===== src/rtl/pf_gate_pkg.sv =====
package pf_gate_pkg;
  localparam int BUS_W = 3;

  typedef struct packed {
    logic cs_n;
    logic oe_n;
    logic we_n;
  } bus_ctl_t;

  typedef enum logic [1:0] {
    ACC_NONE  = 2'd0,
    ACC_READ  = 2'd1,
    ACC_WRITE = 2'd2
  } acc_mode_e;

  localparam bus_ctl_t BUS_IDLE = '{cs_n: 1'b1, oe_n: 1'b1, we_n: 1'b1};
endpackage


===== src/rtl/pf_gate_sync.sv =====
module pf_gate_sync #(
  parameter int WIDTH  = 3,
  parameter int STAGES = 2,
  parameter logic [WIDTH-1:0] RST_VAL = '1
) (
  input  logic             clk,
  input  logic             rst_n,
  input  logic [WIDTH-1:0] d_async,
  output logic [WIDTH-1:0] q_sync
);
  logic [WIDTH-1:0] stage_q [STAGES];

  for (genvar s = 0; s < STAGES; s++) begin : g_stage
    if (s == 0) begin : g_first
      always_ff @(posedge clk or negedge rst_n) begin
        if (!rst_n) stage_q[s] <= RST_VAL;
        else        stage_q[s] <= d_async;
      end
    end else begin : g_rest
      always_ff @(posedge clk or negedge rst_n) begin
        if (!rst_n) stage_q[s] <= RST_VAL;
        else        stage_q[s] <= stage_q[s-1];
      end
    end
  end

  assign q_sync = stage_q[STAGES-1];
endmodule


===== src/rtl/pf_gate_supply.sv =====
module pf_gate_supply #(
  parameter int REC_CYCLES = 5_000_000
) (
  input  logic clk,
  input  logic rst_n,
  input  logic sup_fail,
  input  logic sup_batt,
  output logic access_ok,
  output logic batt_sel
);
  localparam int CW = $clog2(REC_CYCLES + 1);
  localparam logic [CW-1:0] REC_LOAD = CW'(REC_CYCLES);

  logic [CW-1:0] rec_cnt;

  always_ff @(posedge clk or negedge rst_n) begin
    if (!rst_n)               rec_cnt <= REC_LOAD;
    else if (sup_fail)        rec_cnt <= REC_LOAD;
    else if (rec_cnt != '0)   rec_cnt <= rec_cnt - 1'b1;
  end

  always_ff @(posedge clk or negedge rst_n) begin
    if (!rst_n) batt_sel <= 1'b0;
    else        batt_sel <= sup_batt;
  end

  assign access_ok = !sup_fail && (rec_cnt == '0);


  rec_count_down_chk: assert property (@(posedge clk) disable iff (!rst_n)
    (!sup_fail && rec_cnt != '0) |=> (rec_cnt == $past(rec_cnt) - 1'b1));


  rec_restart_chk: assert property (@(posedge clk) disable iff (!rst_n)
    sup_fail |=> (rec_cnt == REC_LOAD));
endmodule


===== src/rtl/pf_gate_decode.sv =====
module pf_gate_decode
  import pf_gate_pkg::*;
(
  input  logic     clk,
  input  logic     rst_n,
  input  bus_ctl_t ctl,
  input  logic     access_ok,
  output logic     arr_rd,
  output logic     arr_wr,
  output logic     dq_drive
);
  acc_mode_e mode;

  always_comb begin
    mode = ACC_NONE;
    if (access_ok && !ctl.cs_n) begin
      if (!ctl.we_n) mode = ACC_WRITE;
      else           mode = ACC_READ;
    end
  end

  always_ff @(posedge clk or negedge rst_n) begin
    if (!rst_n) begin
      arr_rd   <= 1'b0;
      arr_wr   <= 1'b0;
      dq_drive <= 1'b0;
    end else begin
      arr_rd   <= (mode == ACC_READ);
      arr_wr   <= (mode == ACC_WRITE);
      dq_drive <= (mode == ACC_READ) && !ctl.oe_n;
    end
  end


  desel_quiet_chk: assert property (@(posedge clk) disable iff (!rst_n)
    ctl.cs_n |=> (!arr_rd && !arr_wr && !dq_drive));


  we_kills_drive_chk: assert property (@(posedge clk) disable iff (!rst_n)
    !ctl.we_n |=> !dq_drive);


  oe_high_undriven_chk: assert property (@(posedge clk) disable iff (!rst_n)
    ctl.oe_n |=> !dq_drive);
endmodule


===== src/rtl/pf_sram_gate.sv =====
module pf_sram_gate
  import pf_gate_pkg::*;
#(
  parameter int REC_CYCLES  = 5_000_000,
  parameter int SYNC_STAGES = 2
) (
  input  logic clk,
  input  logic rst_n,
  input  logic bus_cs_n,
  input  logic bus_oe_n,
  input  logic bus_we_n,
  input  logic sup_fail,
  input  logic sup_batt,
  output logic arr_rd,
  output logic arr_wr,
  output logic dq_drive,
  output logic batt_sel
);
  bus_ctl_t raw_ctl;
  bus_ctl_t sync_ctl;
  logic     access_ok;

  assign raw_ctl = '{cs_n: bus_cs_n, oe_n: bus_oe_n, we_n: bus_we_n};

  pf_gate_sync #(
    .WIDTH  (BUS_W),
    .STAGES (SYNC_STAGES),
    .RST_VAL(BUS_IDLE)
  ) u_sync (
    .clk    (clk),
    .rst_n  (rst_n),
    .d_async(raw_ctl),
    .q_sync (sync_ctl)
  );

  pf_gate_supply #(
    .REC_CYCLES(REC_CYCLES)
  ) u_supply (
    .clk      (clk),
    .rst_n    (rst_n),
    .sup_fail (sup_fail),
    .sup_batt (sup_batt),
    .access_ok(access_ok),
    .batt_sel (batt_sel)
  );

  pf_gate_decode u_decode (
    .clk      (clk),
    .rst_n    (rst_n),
    .ctl      (sync_ctl),
    .access_ok(access_ok),
    .arr_rd   (arr_rd),
    .arr_wr   (arr_wr),
    .dq_drive (dq_drive)
  );


  fail_blocks_all_chk: assert property (@(posedge clk) disable iff (!rst_n)
    sup_fail |=> (!arr_rd && !arr_wr && !dq_drive));


  batt_follow_chk: assert property (@(posedge clk) disable iff (!rst_n)
    1'b1 |=> (batt_sel == $past(sup_batt)));


  rd_wr_exclusive_chk: assert property (@(posedge clk) disable iff (!rst_n)
    arr_wr |-> (!arr_rd && !dq_drive));
endmodule


===== config.mk =====
export PLATFORM = sky130hd
export DESIGN_NAME = pf_sram_gate
export DESIGN_NICKNAME = d
export VERILOG_FILES = /design/src/rtl/pf_gate_pkg.sv /design/src/rtl/pf_gate_sync.sv /design/src/rtl/pf_gate_supply.sv /design/src/rtl/pf_gate_decode.sv /design/src/rtl/pf_sram_gate.sv
export SDC_FILE = /design/constraint.sdc
export NUM_CORES = 1
export LEC_CHECK = 0
export BUFFER_PORTS_ARGS = -buffer_cell sky130_fd_sc_hd__buf_2
export CAP_MARGIN = 20
export CORE_UTILIZATION = 34
export DETAILED_ROUTE_END_ITERATION = 16
export PLACE_DENSITY = 0.59
export SYNTH_ARGS = -nofsm -noshare
export SYNTH_HDL_FRONTEND = slang
export SYNTH_HIERARCHICAL = 1
export SYNTH_SLANG_ARGS = --single-unit

===== constraint.sdc =====
create_clock -name clk -period 2.2 [get_ports clk]
set_clock_uncertainty 0.1 [all_clocks]
set_input_delay 0.11 -clock clk [delete_from_list [all_inputs] [get_ports clk]]
set_output_delay 0.11 -clock clk [all_outputs]
set_load 0.02 [all_outputs]

==> metrics.md, run 1 <==
| Metric | Value |
|---|---|
| GR Util All Layers | 0.1479 |
| Share of the yosys chip area belonging to registers | 0.5253 |
| Clock Root Buffer | clkbuf_8 |
| Via density | 5.171 |
| Fmax | 481.7 MHz |
| Tightest Hold Check Type | in -> reg |
| GR Overflow Total | 0 |
| Net count after synthesis | 151 |
| Largest family of logic cells by synthesized area | simple AND/OR/NAND/NOR gates |
| Mean Syn Cell Area | 11.23 um2 |
| Simple-gate area share of the yosys netlist | 0.2299 |
| Post-Syn Area | 1605 um2 |
| Buffers on Ports | 10 |
| Initial antenna violation count | 0 |
| Core Box Area | 4444 um2 |
| Total wire length | 3259 um |
| Hold Fails Final Rpt | 0 |
| Critical Path AT | 2180 ps |
| Post-synth ARST share | 1.000 |
| Crit-path max cell delay | 540 ps |
| RSZ-0062 raised after global routing | no |
| Clock power share | 0.344 |
| Final Cycle Share | 0.9435 |
| Worst VDD drop | 0.2696 mV |
| CTS tree | built |
| CTS H-tree lvls | 2 |
| First-pass GRT wire length | 5575 um |
| Unique masters post-synth | 48 |
| Worst skew pair latency | 280 ps |
| Post-synthesis mux area share | 0.01247 |
| Outcome | completed |
| Nature of the critical path endpoint | register |
| R2r worst-path depth | 5 |
| #FFs+latches synth | 33 |
| Worst hold slack | 134.5 ps |
| Clock tree buffer depth | 2 |
| Slew @ Worst Pin | 720.6 ps |
| Initial Util | 0.3612 |
| Ports | 11 |
| Final setup viols | 0 |
| Max cap viols | 0 |
| Worst path cell trace | or4_4, nand4b_4, o211ai_2, nor4_1, or3b_1 |
| Synth Instances | 143 |
| Std-Cell Rows | 24 |
| Number of flops mapped to enable cells by yosys | 0 |
| Num CTS Buffers | 5 |
| Post-synth top flop | dfrtp_1 |
| Leakage power | 0.7991 nW |
| Worst Hold Depth | 2 |
| Die Ht | 70.71 um |
| Die Area | 5000 um2 |
| Setup CP Type | reg -> reg |
| Final nets | 171 |
| Number of diodes | 0 |
| Share of post-route cells with drive strength above 1 | 0.3110 |
| Sequential share of power | 0.513 |
| Slew headroom | 0.5196 |
| Clk slew on worst S/H paths | 70 ps |
| Post-synthesis adder-cell area fraction | 0.007794 |
| Crit path max-delay cell type | or4_4 |
| XOR/XNOR share of the synthesized area | 0.07093 |
| Post-synthesis compound-gate area fraction | 0.1146 |
| Vias | 1,117 |
| Placer congestion estimate | 0.7419 |
| Detail Route Antenna Nets | 0 |
| PwrDens | 730.2 nW/um2 |
| Die Width | 70.71 um |
| DR WL/cell | 15.09 um |
| Req. time, crit path | 2310 ps |
| Final WS setup | 124.2 ps |
| Pre-Repair DR Iteration Count | 5 |
| Clock sinks | 33 |
| Critical Path Fanout Max | 7 |
| Vias in the first global route | 1,185 |
| Crit start category | register |
| Postcts setup bufs | 0 |
| TNS Setup | 0 ps |
| DRT iter0 DRCs | 30 |
| Slew Viols, Final | 0 |
| R2R Setup Slk | 120 ps |
| Combinational share of power | 0.143 |
| Largest net degree at the start of global routing | 34 |
| Pre-CTS WS | 124.4 ps |
| DR DRC count | 0 |
| Internal cell power | 0.0009982 W |
| Synthesis-to-finish area growth | 16.29% |
| Switching share of power | 0.2677 |
| Post-DP HPWL | 2227 um |
| Min Clock Period, post-route | 2076 ps |
| Switching pwr | 0.0003649 W |
| Yosys warnings | 6 |
## cells by family (layout without fill, tap and decap cells)
group | after synthesis | in the layout
xor+xnor | 13 | 13
mux | 2 | 2
compound gates | 24 | 24
simple gates | 57 | 57
fa+ha+maj | 1 | 1
flops | 33 | 33
buf+inv | 13 | 34
## repair_timing
item / 4_1_cts / 5_1_grt
hold buffers: 5 / 0
setup endpoints to repair: 0 / 2
resized for setup: 0 / 1
endpoints found under the hold margin: 23 / 0
## layer usage
layer,global-route usage,routed length [um],vias to the layer above
met3,0.05556,92,4
met2,0.2393,1597,16
met5,0,0,-
li1,-,-,542
met4,0.06000,41,0
met1,0.1785,1527,555
## cell usage after synthesis (2+ instances only)
| master | count | area (um2) |
|---|---|---|
| o21ai_1 | 4 | 20.02 |
| nor4_1 | 2 | 12.51 |
| a31oi_1 | 2 | 12.51 |
| o211ai_2 | 2 | 25.02 |
| o211ai_1 | 3 | 22.52 |
| nor4_4 | 2 | 42.54 |
| nand3_1 | 3 | 15.01 |
| or2_2 | 2 | 12.51 |
| dfrtp_1 | 19 | 475.5 |
| nor3_1 | 2 | 10.01 |
| mux2i_1 | 2 | 20.02 |
| a211oi_1 | 2 | 15.01 |
| o31ai_1 | 2 | 15.01 |
| nor2_1 | 24 | 90.09 |
| inv_1 | 6 | 22.52 |
| xnor2_1 | 5 | 43.79 |
| buf_2 | 2 | 10.01 |
| clkbuf_1 | 2 | 7.510 |
| o41ai_1 | 2 | 17.52 |
| buf_4 | 3 | 22.52 |
| nand2_1 | 5 | 18.77 |
| dfstp_2 | 14 | 367.9 |
| xor2_1 | 8 | 70.07 |
## final timing paths
kind | start | end
worst max-delay path | u_supply/rec_cnt[17]$_DFFE_PN0N_ | u_supply/rec_cnt[8]$_DFFE_PN1N_
worst min-delay path | sup_fail | u_supply/rec_cnt[7]$_DFFE_PN0N_
worst max register to register | u_supply/rec_cnt[17]$_DFFE_PN0N_ | u_supply/rec_cnt[8]$_DFFE_PN1N_
worst min register to register | u_sync/stage_q[5]$_DFF_PN1_ | u_sync/q_sync[2]$_DFF_PN1_
max in group asynchronous | rst_n | u_supply/rec_cnt[15]$_DFFE_PN0N_
min in group asynchronous | rst_n | u_supply/rec_cnt[0]$_DFFE_PN0N_
## final cells by class
class                      instances  area, um2
clock buffer                       8      90.09
fill                             441       2577
inverter                           6      22.52
multi-input combinational         97      708.2
sequential                        33      843.3
tap                               52      65.06
timing repair buffer              20      137.6
## registers in the layout (all words and copies together) (netlist names)
register / flops
u_sync/q_sync: 3
u_decode/arr_wr: 1
u_decode/arr_rd: 1
u_sync/stage_q: 3
u_decode/dq_drive: 1
u_supply/batt_sel: 1
u_supply/rec_cnt: 23
## through the flow
stage                     cells  total power, W  utilization  instance area [um2]
after floorplan             143       0.0008270            -                 1605
after global placement      203       0.0008802       0.3865                 1718
after detailed placement    203       0.0008939       0.3865                 1718
after CTS                   216        0.001370       0.4181                 1858
after global routing        216        0.001433       0.4200                 1867
final                       216        0.001363       0.4200                 1867
## critical path: cells and delay by family, from the launching register on
| kind | cells | cell delay, ps |
|---|---|---|
| AO/OA/AOI/OAI | 1 | 260 |
| AND/OR/NAND/NOR | 4 | 1230 |
| flip-flops | 1 | 410 |
## layout by cell type (no fill, tap or decap), types with 2 or more instances in the layout
master and instances:
mux2i_1 2, nor3_1 2, buf_2 10, xnor2_1 5
dfrtp_1 19, o31ai_1 2, xor2_1 8, nor4_1 2
nor4_4 2, buf_4 5, nand3_1 3, clkbuf_8 6
nand2_1 5, or2_2 2, o21ai_1 4, o211ai_2 2
dfstp_2 14, inv_1 6, clkbuf_1 2, a211oi_1 2
nor2_1 24, a31oi_1 2, o41ai_1 2, dlygate4sd3_1 5
o211ai_1 3
## power groups by stage
stage	Combinational [W]	Clock, W	Sequential, W
after global routing	0.000216	0.000512	0.000705
after floorplan	0.000127	0	0.000700
after detailed placement	0.000184	0	0.000710
after CTS	0.000194	0.000476	0.000700
after global placement	0.000175	0	0.000705
final	0.000195	0.000468	0.000699
No activity file was read; power rests on OpenSTA's default activity.
==> run 2, diff against run 1 <==
--- a/config.mk
+++ b/config.mk
@@ -5,8 +5,10 @@
 export SDC_FILE = /design/constraint.sdc
 export NUM_CORES = 1
 export LEC_CHECK = 0
+export ABC_AREA = 1
 export BUFFER_PORTS_ARGS = -buffer_cell sky130_fd_sc_hd__buf_2
 export CAP_MARGIN = 20
+export CORE_MARGIN = 5
 export CORE_UTILIZATION = 34
 export DETAILED_ROUTE_END_ITERATION = 16
 export PLACE_DENSITY = 0.59
==> metrics.md, run 2 <==
| Metric | Value |
|---|---|
| GR Util All Layers | 0.1224 |
| Total wire length | 3585 um |
| Setup CP Type | reg -> reg |
| Ports | 11 |
| GR Overflow Total | 0 |
| Final Cycle Share | 0.8156 |
| Unique masters post-synth | 28 |
| Slew Viols, Final | 0 |
| Post-DP HPWL | 2616 um |
| RSZ-0062 raised after global routing | no |
| Tightest Hold Check Type | in -> reg |
| Switching pwr | 0.0003626 W |
| Post-Syn Area | 1783 um2 |
| Clock power share | 0.346 |
| Synthesis-to-finish area growth | 12.77% |
| PwrDens | 637.2 nW/um2 |
| Yosys warnings | 6 |
| Pre-Repair DR Iteration Count | 4 |
| TNS Setup | 0 ps |
| Die Width | 82.42 um |
| Num CTS Buffers | 5 |
| Clk slew on worst S/H paths | 70 ps |
| Die Ht | 82.42 um |
| Post-synth ARST share | 1.000 |
| Outcome | completed |
| Buffers on Ports | 10 |
| Most common cell in the netlist | nor2_1 |
| Min Clock Period, post-route | 1794 ps |
| Sequential share of power | 0.521 |
| Hold Fails Final Rpt | 0 |
| Post-synth top flop | dfrtp_1 |
| Number of flops mapped to enable cells by yosys | 0 |
| Detail Route Antenna Nets | 0 |
| Slew @ Worst Pin | 727.7 ps |
| Mean Syn Cell Area | 8.104 um2 |
| Critical Path AT | 1920 ps |
| DRT iter0 DRCs | 72 |
| Net count after synthesis | 228 |
| Critical Path Fanout Max | 12 |
| Post-synth top cells | 43 x nor2_1, 37 x nand2_1, 28 x inv_1 |
| Met1 usage | 0.1530 |
| Clock Root Buffer | clkbuf_8 |
| GR Util met2 | 0.2027 |
| Slew headroom | 0.5149 |
| Yosys top cell area share | 0.2667 |
| Share of post-route cells with drive strength above 1 | 0.2405 |
| Commonest non-fill, non-tap cells in the layout | 43 x nor2_1, 37 x nand2_1, 28 x inv_1, 20 x nand3_1, 19 x dfrtp_1 |
| FILL cells | 538 |
| DR WL/cell | 11.68 um |
| Max cap viols | 0 |
| Most Crowded Layer GR | met2 |
| Combinational share of power | 0.133 |
| Worst skew pair latency | 280 ps |
| Nature of the critical path endpoint | register |
| Largest net degree at the start of global routing | 34 |
| Placer congestion estimate | 0.8572 |
| Die Area | 6792 um2 |
| Clock sinks | 33 |
| Leakage power | 0.9928 nW |
| Tot Pwr | 0.001281 W |
| Number of diodes | 0 |
| CTS resizes | 0 |
| Vias | 1,392 |
| Initial Util | 0.3491 |
| Final setup viols | 0 |
| CTS H-tree lvls | 2 |
| Share of the yosys chip area belonging to registers | 0.4730 |
| Fmax | 557.3 MHz |
| DR DRC count | 0 |
| Core Box Area | 5107 um2 |
| Max FFs per register | 23 |
| Vias in the first global route | 1,338 |
| Crit start category | register |
| GR Util met3 | 0.03362 |
| Internal cell power | 0.0009187 W |
| Synth Instances | 220 |
| Largest Register | u_supply/rec_cnt |
| Multi-input logic area | 777.0 um2 |
| Most common cell after layout, fill and taps aside | nor2_1 |
| Register area | 843.3 um2 |
| Req. time, crit path | 2320 ps |
| Switching share of power | 0.2830 |
| First-pass GRT wire length | 6147 um |
| Via density | 4.534 |
| Initial antenna violation count | 0 |
| Worst VDD drop | 0.3685 mV |
| CTS tree | built |
| Cell accounting for the most synthesized area | dfrtp_1 |
| Clock tree buffer depth | 2 |
| Std-Cell Rows | 26 |
| Final nets | 244 |
| #FFs+latches synth | 33 |
| Top post-synthesis cells by area | dfrtp_1 27%, dfstp_2 21%, nor2_1 9.1% |
run 2: cell types whose count changed in the layout (fill, tap and decap cells not counted), moves of 4 or more:
| cell | previous run | this run |
|---|---|---|
| nor2_2 | 0 | 9 |
| nor2_1 | 24 | 43 |
| xnor2_1 | 5 | 0 |
| nand4_1 | 1 | 8 |
| nand3_1 | 3 | 20 |
| o21ai_1 | 4 | 0 |
| nand2_1 | 5 | 37 |
| xor2_1 | 8 | 2 |
| a21o_1 | 0 | 4 |
| inv_1 | 6 | 28 |
| buf_4 | 5 | 1 |
run 2: cells by family after synthesis:
logic type                 synth area share
AOI/OAI and AO/OA                   0.04982
xor gates and xnor gates           0.009826
adders and majority gates          0.007016
buffers and inverters               0.09122
DFF                                  0.4730
and+or+nand+nor                      0.3691
run 2: metal layers:
metal,up-vias,share of wire
li1,724,-
met1,645,0.47
met2,16,0.47
met3,7,0.037
met4,0,0.015
met5,-,0
run 2: layout make-up:
cell class              instances  share of cell area
repair buffers                 16             0.05352
well taps                      70             0.04356
flip-flops and latches         33              0.4194
multi-input cells             151              0.3864
clock buffers                   5             0.03423
inverters                      29             0.05414
clock inverters                 3            0.008712
run 2: worst paths after layout:
path	start	endpoint	slack, ps	cells past startpoint
hold reg to reg	u_sync/stage_q[3]$_DFF_PN1_	u_sync/q_sync[0]$_DFF_PN1_	260	0
setup / recovery	u_supply/rec_cnt[0]$_DFFE_PN0N_	u_decode/dq_drive$_DFF_PN0_	410	8
setup reg to reg	u_supply/rec_cnt[0]$_DFFE_PN0N_	u_decode/dq_drive$_DFF_PN0_	410	8
min in group asynchronous	rst_n	u_supply/rec_cnt[1]$_DFFE_PN0N_	320	2
max in group asynchronous	rst_n	u_supply/rec_cnt[21]$_DFFE_PN0N_	1210	2
hold / removal	sup_fail	u_supply/rec_cnt[7]$_DFFE_PN0N_	50	2
run 2: power by group through the flow:
stage	clock network [W]	logic (W)	registers [W]
after CTS	0.000455	0.000172	0.000667
after detailed placement	0	0.000165	0.000678
after floorplan	0	0.000125	0.000672
after global routing	0.000487	0.000193	0.000671
final	0.000444	0.000171	0.000667
after global placement	0	0.000165	0.000677
run 2: timing repair:
| item | CTS | global route |
|---|---|---|
| setup buffers | 0 | 0 |
| hold buffers | 5 | 0 |
| endpoints found under the hold margin | 23 | 0 |
| endpoints found under the setup margin | 0 | 0 |
run 2: metrics by stage:
step / util / cell area, um2 / setup slack, ps / cells / hold slack, ps
after detailed placement: 0.3670 / 1874 / 410.2 / 294 / 117.6
after floorplan: - / 1783 / 562.6 / 220 / -285.6
final: 0.3937 / 2011 / 405.6 / 307 / 48.74
after global routing: 0.3937 / 2011 / 290.5 / 307 / 67.03
after global placement: 0.3670 / 1874 / 447.9 / 294 / 112.2
after CTS: 0.3937 / 2011 / 394.5 / 307 / 53.88
run 2: critical path, stage by stage, from the launching register on:
cell and delay, ps:
dfrtp_1 380, inv_1 90, ha_1 290, nand2_2 140, nor2_8 170, nand3_4 90, nor2_4 270, nand3_2 120
nor2_2 80
==> run 3, diff against run 2 <==
--- a/config.mk
+++ b/config.mk
@@ -11,7 +11,7 @@
 export CORE_MARGIN = 5
 export CORE_UTILIZATION = 34
 export DETAILED_ROUTE_END_ITERATION = 16
-export PLACE_DENSITY = 0.59
+export PLACE_DENSITY = 0.6
 export SYNTH_ARGS = -nofsm -noshare
 export SYNTH_HDL_FRONTEND = slang
 export SYNTH_HIERARCHICAL = 1
==> constraint.sdc (replaced) <==
create_clock -name clk -period 1.6 [get_ports clk]
set_clock_uncertainty 0.1 [all_clocks]
set_input_delay 0.08 -clock clk [delete_from_list [all_inputs] [get_ports clk]]
set_output_delay 0.08 -clock clk [all_outputs]
set_load 0.02 [all_outputs]
==> metrics.md, run 3 (synthesis gave the netlist of run 2 again) <==
| Metric | Value |
|---|---|
| Outcome | completed |
| FILL cells | 520 |
| Req. time, crit path | 1670 ps |
| Worst VDD drop | 0.5271 mV |
| First-pass GRT wire length | 6713 um |
| Synthesis-to-finish area growth | 29.47% |
| Post-DP HPWL | 2894 um |
| Initial antenna violation count | 0 |
| DR WL/cell | 12.11 um |
| Min-Delay Startpoint | sup_fail |
| Placer congestion estimate | 0.8521 |
| Hold Fails Final Rpt | 0 |
| Worst skew pair latency | 290 ps |
| Final Cycle Share | 0.9704 |
| Vias | 1,489 |
| CTS H-tree lvls | 2 |
| Switching share of power | 0.2499 |
| PwrDens | 940.4 nW/um2 |
| Clock Root Buffer | clkbuf_8 |
| Die Area | 6792 um2 |
| Critical Path AT | 1620 ps |
| Buffers on Ports | 10 |
| TNS Setup | 0 ps |
| Detail Route Antenna Nets | 0 |
| Tightest Hold Check Type | in -> reg |
| Initial Util | 0.3491 |
| Pre-Repair DR Iteration Count | 4 |
| Nature of the critical path endpoint | register |
| Total wire length | 3949 um |
| Ports | 11 |
| Num CTS Buffers | 5 |
| Register area | 844.6 um2 |
| Number of diodes | 0 |
| Commonest non-fill, non-tap cells in the layout | 33 x nand2_1, 33 x nor2_1, 24 x inv_1, 19 x nand3_1, 18 x dfrtp_1 |
| Internal cell power | 0.001628 W |
| Multi-input logic area | 869.6 um2 |
| Std-Cell Rows | 26 |
| Critical Path Fanout Max | 6 |
| Final nets | 263 |
| R2r worst-path depth | 7 |
| DRT iter0 DRCs | 78 |
| CTS tree | built |
| Largest Register | u_supply/rec_cnt |
| Max cap viols | 0 |
| RSZ-0062 raised after global routing | yes |
| Setup CP Type | reg -> reg |
| Crit start category | register |
| Clock sinks | 33 |
| Min Clock Period, post-route | 1553 ps |
| DR DRC count | 0 |
| GR Util All Layers | 0.1312 |
| Pre-CTS WS | -11.10 ps |
| Sequential share of power | 0.424 |
| Slew @ Worst Pin | 727.7 ps |
| FF-to-FF Start | u_supply/rec_cnt[7]$_DFFE_PN0N_ |
| Switching pwr | 0.0005425 W |
| Clk slew on worst S/H paths | 70 ps |
| Clock tree buffer depth | 2 |
| Die Ht | 82.42 um |
| Largest net degree at the start of global routing | 34 |
| Slew Viols, Final | 0 |
| Critical Path Source | u_supply/rec_cnt[7]$_DFFE_PN0N_ |
| Fmax | 644.0 MHz |
| Die Width | 82.42 um |
| Worst Hold Depth | 3 |
| Combinational share of power | 0.146 |
| GR Overflow Total | 0 |
| Clock power share | 0.430 |
| Via density | 4.567 |
| Leakage power | 1.124 nW |
| Vias in the first global route | 1,448 |
| Share of post-route cells with drive strength above 1 | 0.3828 |
| Final WS setup | 47.29 ps |
| Max FFs per register | 23 |
| Core Box Area | 5107 um2 |
| Slew headroom | 0.5149 |
| Final setup viols | 0 |
-- run 3: worst paths after layout --
| kind | slack, ps | endpoint |
|---|---|---|
| max in group asynchronous | 600 | u_supply/rec_cnt[16]$_DFFE_PN0N_ |
| min in group asynchronous | 280 | u_supply/rec_cnt[12]$_DFFE_PN0N_ |
| worst max register to register | 50 | u_supply/rec_cnt[7]$_DFFE_PN0N_ |
| worst min register to register | 260 | u_sync/q_sync[0]$_DFF_PN1_ |
| worst min-delay path | 50 | u_supply/rec_cnt[7]$_DFFE_PN0N_ |
| worst max-delay path | 50 | u_supply/rec_cnt[7]$_DFFE_PN0N_ |
-- run 3: metrics by stage --
stage | instance area [um2] | utilization | std cells | power, W | hold slack (ps)
2_1_floorplan | 1785 | - | 220 | 0.001097 | -315.6
3_3_place_gp | 1989 | 0.3895 | 309 | 0.001176 | 84.37
4_1_cts | 2186 | 0.4280 | 323 | 0.002134 | 39.88
3_5_place_dp | 1989 | 0.3895 | 309 | 0.001179 | 86.87
5_1_grt | 2308 | 0.4520 | 326 | 0.002277 | 61.15
6_report | 2308 | 0.4520 | 326 | 0.002171 | 49.12
-- run 3: layout make-up --
type | instances | share of cell area
Clock buffer | 5 | 0.02981
Clock inverter | 3 | 0.02818
Inverter | 29 | 0.04824
Multi-Input combinational cell | 151 | 0.3767
Sequential cell | 33 | 0.3659
Tap cell | 70 | 0.03794
Timing Repair Buffer | 35 | 0.1133
-- run 3: what timing repair did --
action	in CTS	in global routing
hold endpoints to repair	23	0
hold buffers	5	0
pin swaps	1	13
endpoints found under the setup margin	6	16
gates resized for setup	3	31
buffers inserted	1	3
-- run 3: layer usage --
metal	wire length [um]	vias up	GRT usage
met5	0	-	0
met4	92	0	0.04983
met3	128	9	0.03037
met2	1924	27	0.2107
met1	1804	692	0.1708
li1	-	761	-
-- run 3: critical path, stage by stage (launching register included) --
cell     delay (ps)
dfrtp_1         440
nor2_2          140
nand2_2         120
nor2_8          140
nand3_4         100
nor2_4          210
buf_6           140
nor3_1           40
-- run 3: power groups by stage --
| stage | clock [W] | combinational, W | sequential, W |
|---|---|---|---|
| 6_report | 0.000934 | 0.000316 | 0.000920 |
| 5_1_grt | 0.00100 | 0.000351 | 0.000925 |
| 4_1_cts | 0.000953 | 0.000264 | 0.000917 |
| 3_5_place_dp | 0 | 0.000249 | 0.000930 |
| 3_3_place_gp | 0 | 0.000247 | 0.000929 |
| 2_1_floorplan | 0 | 0.000173 | 0.000923 |
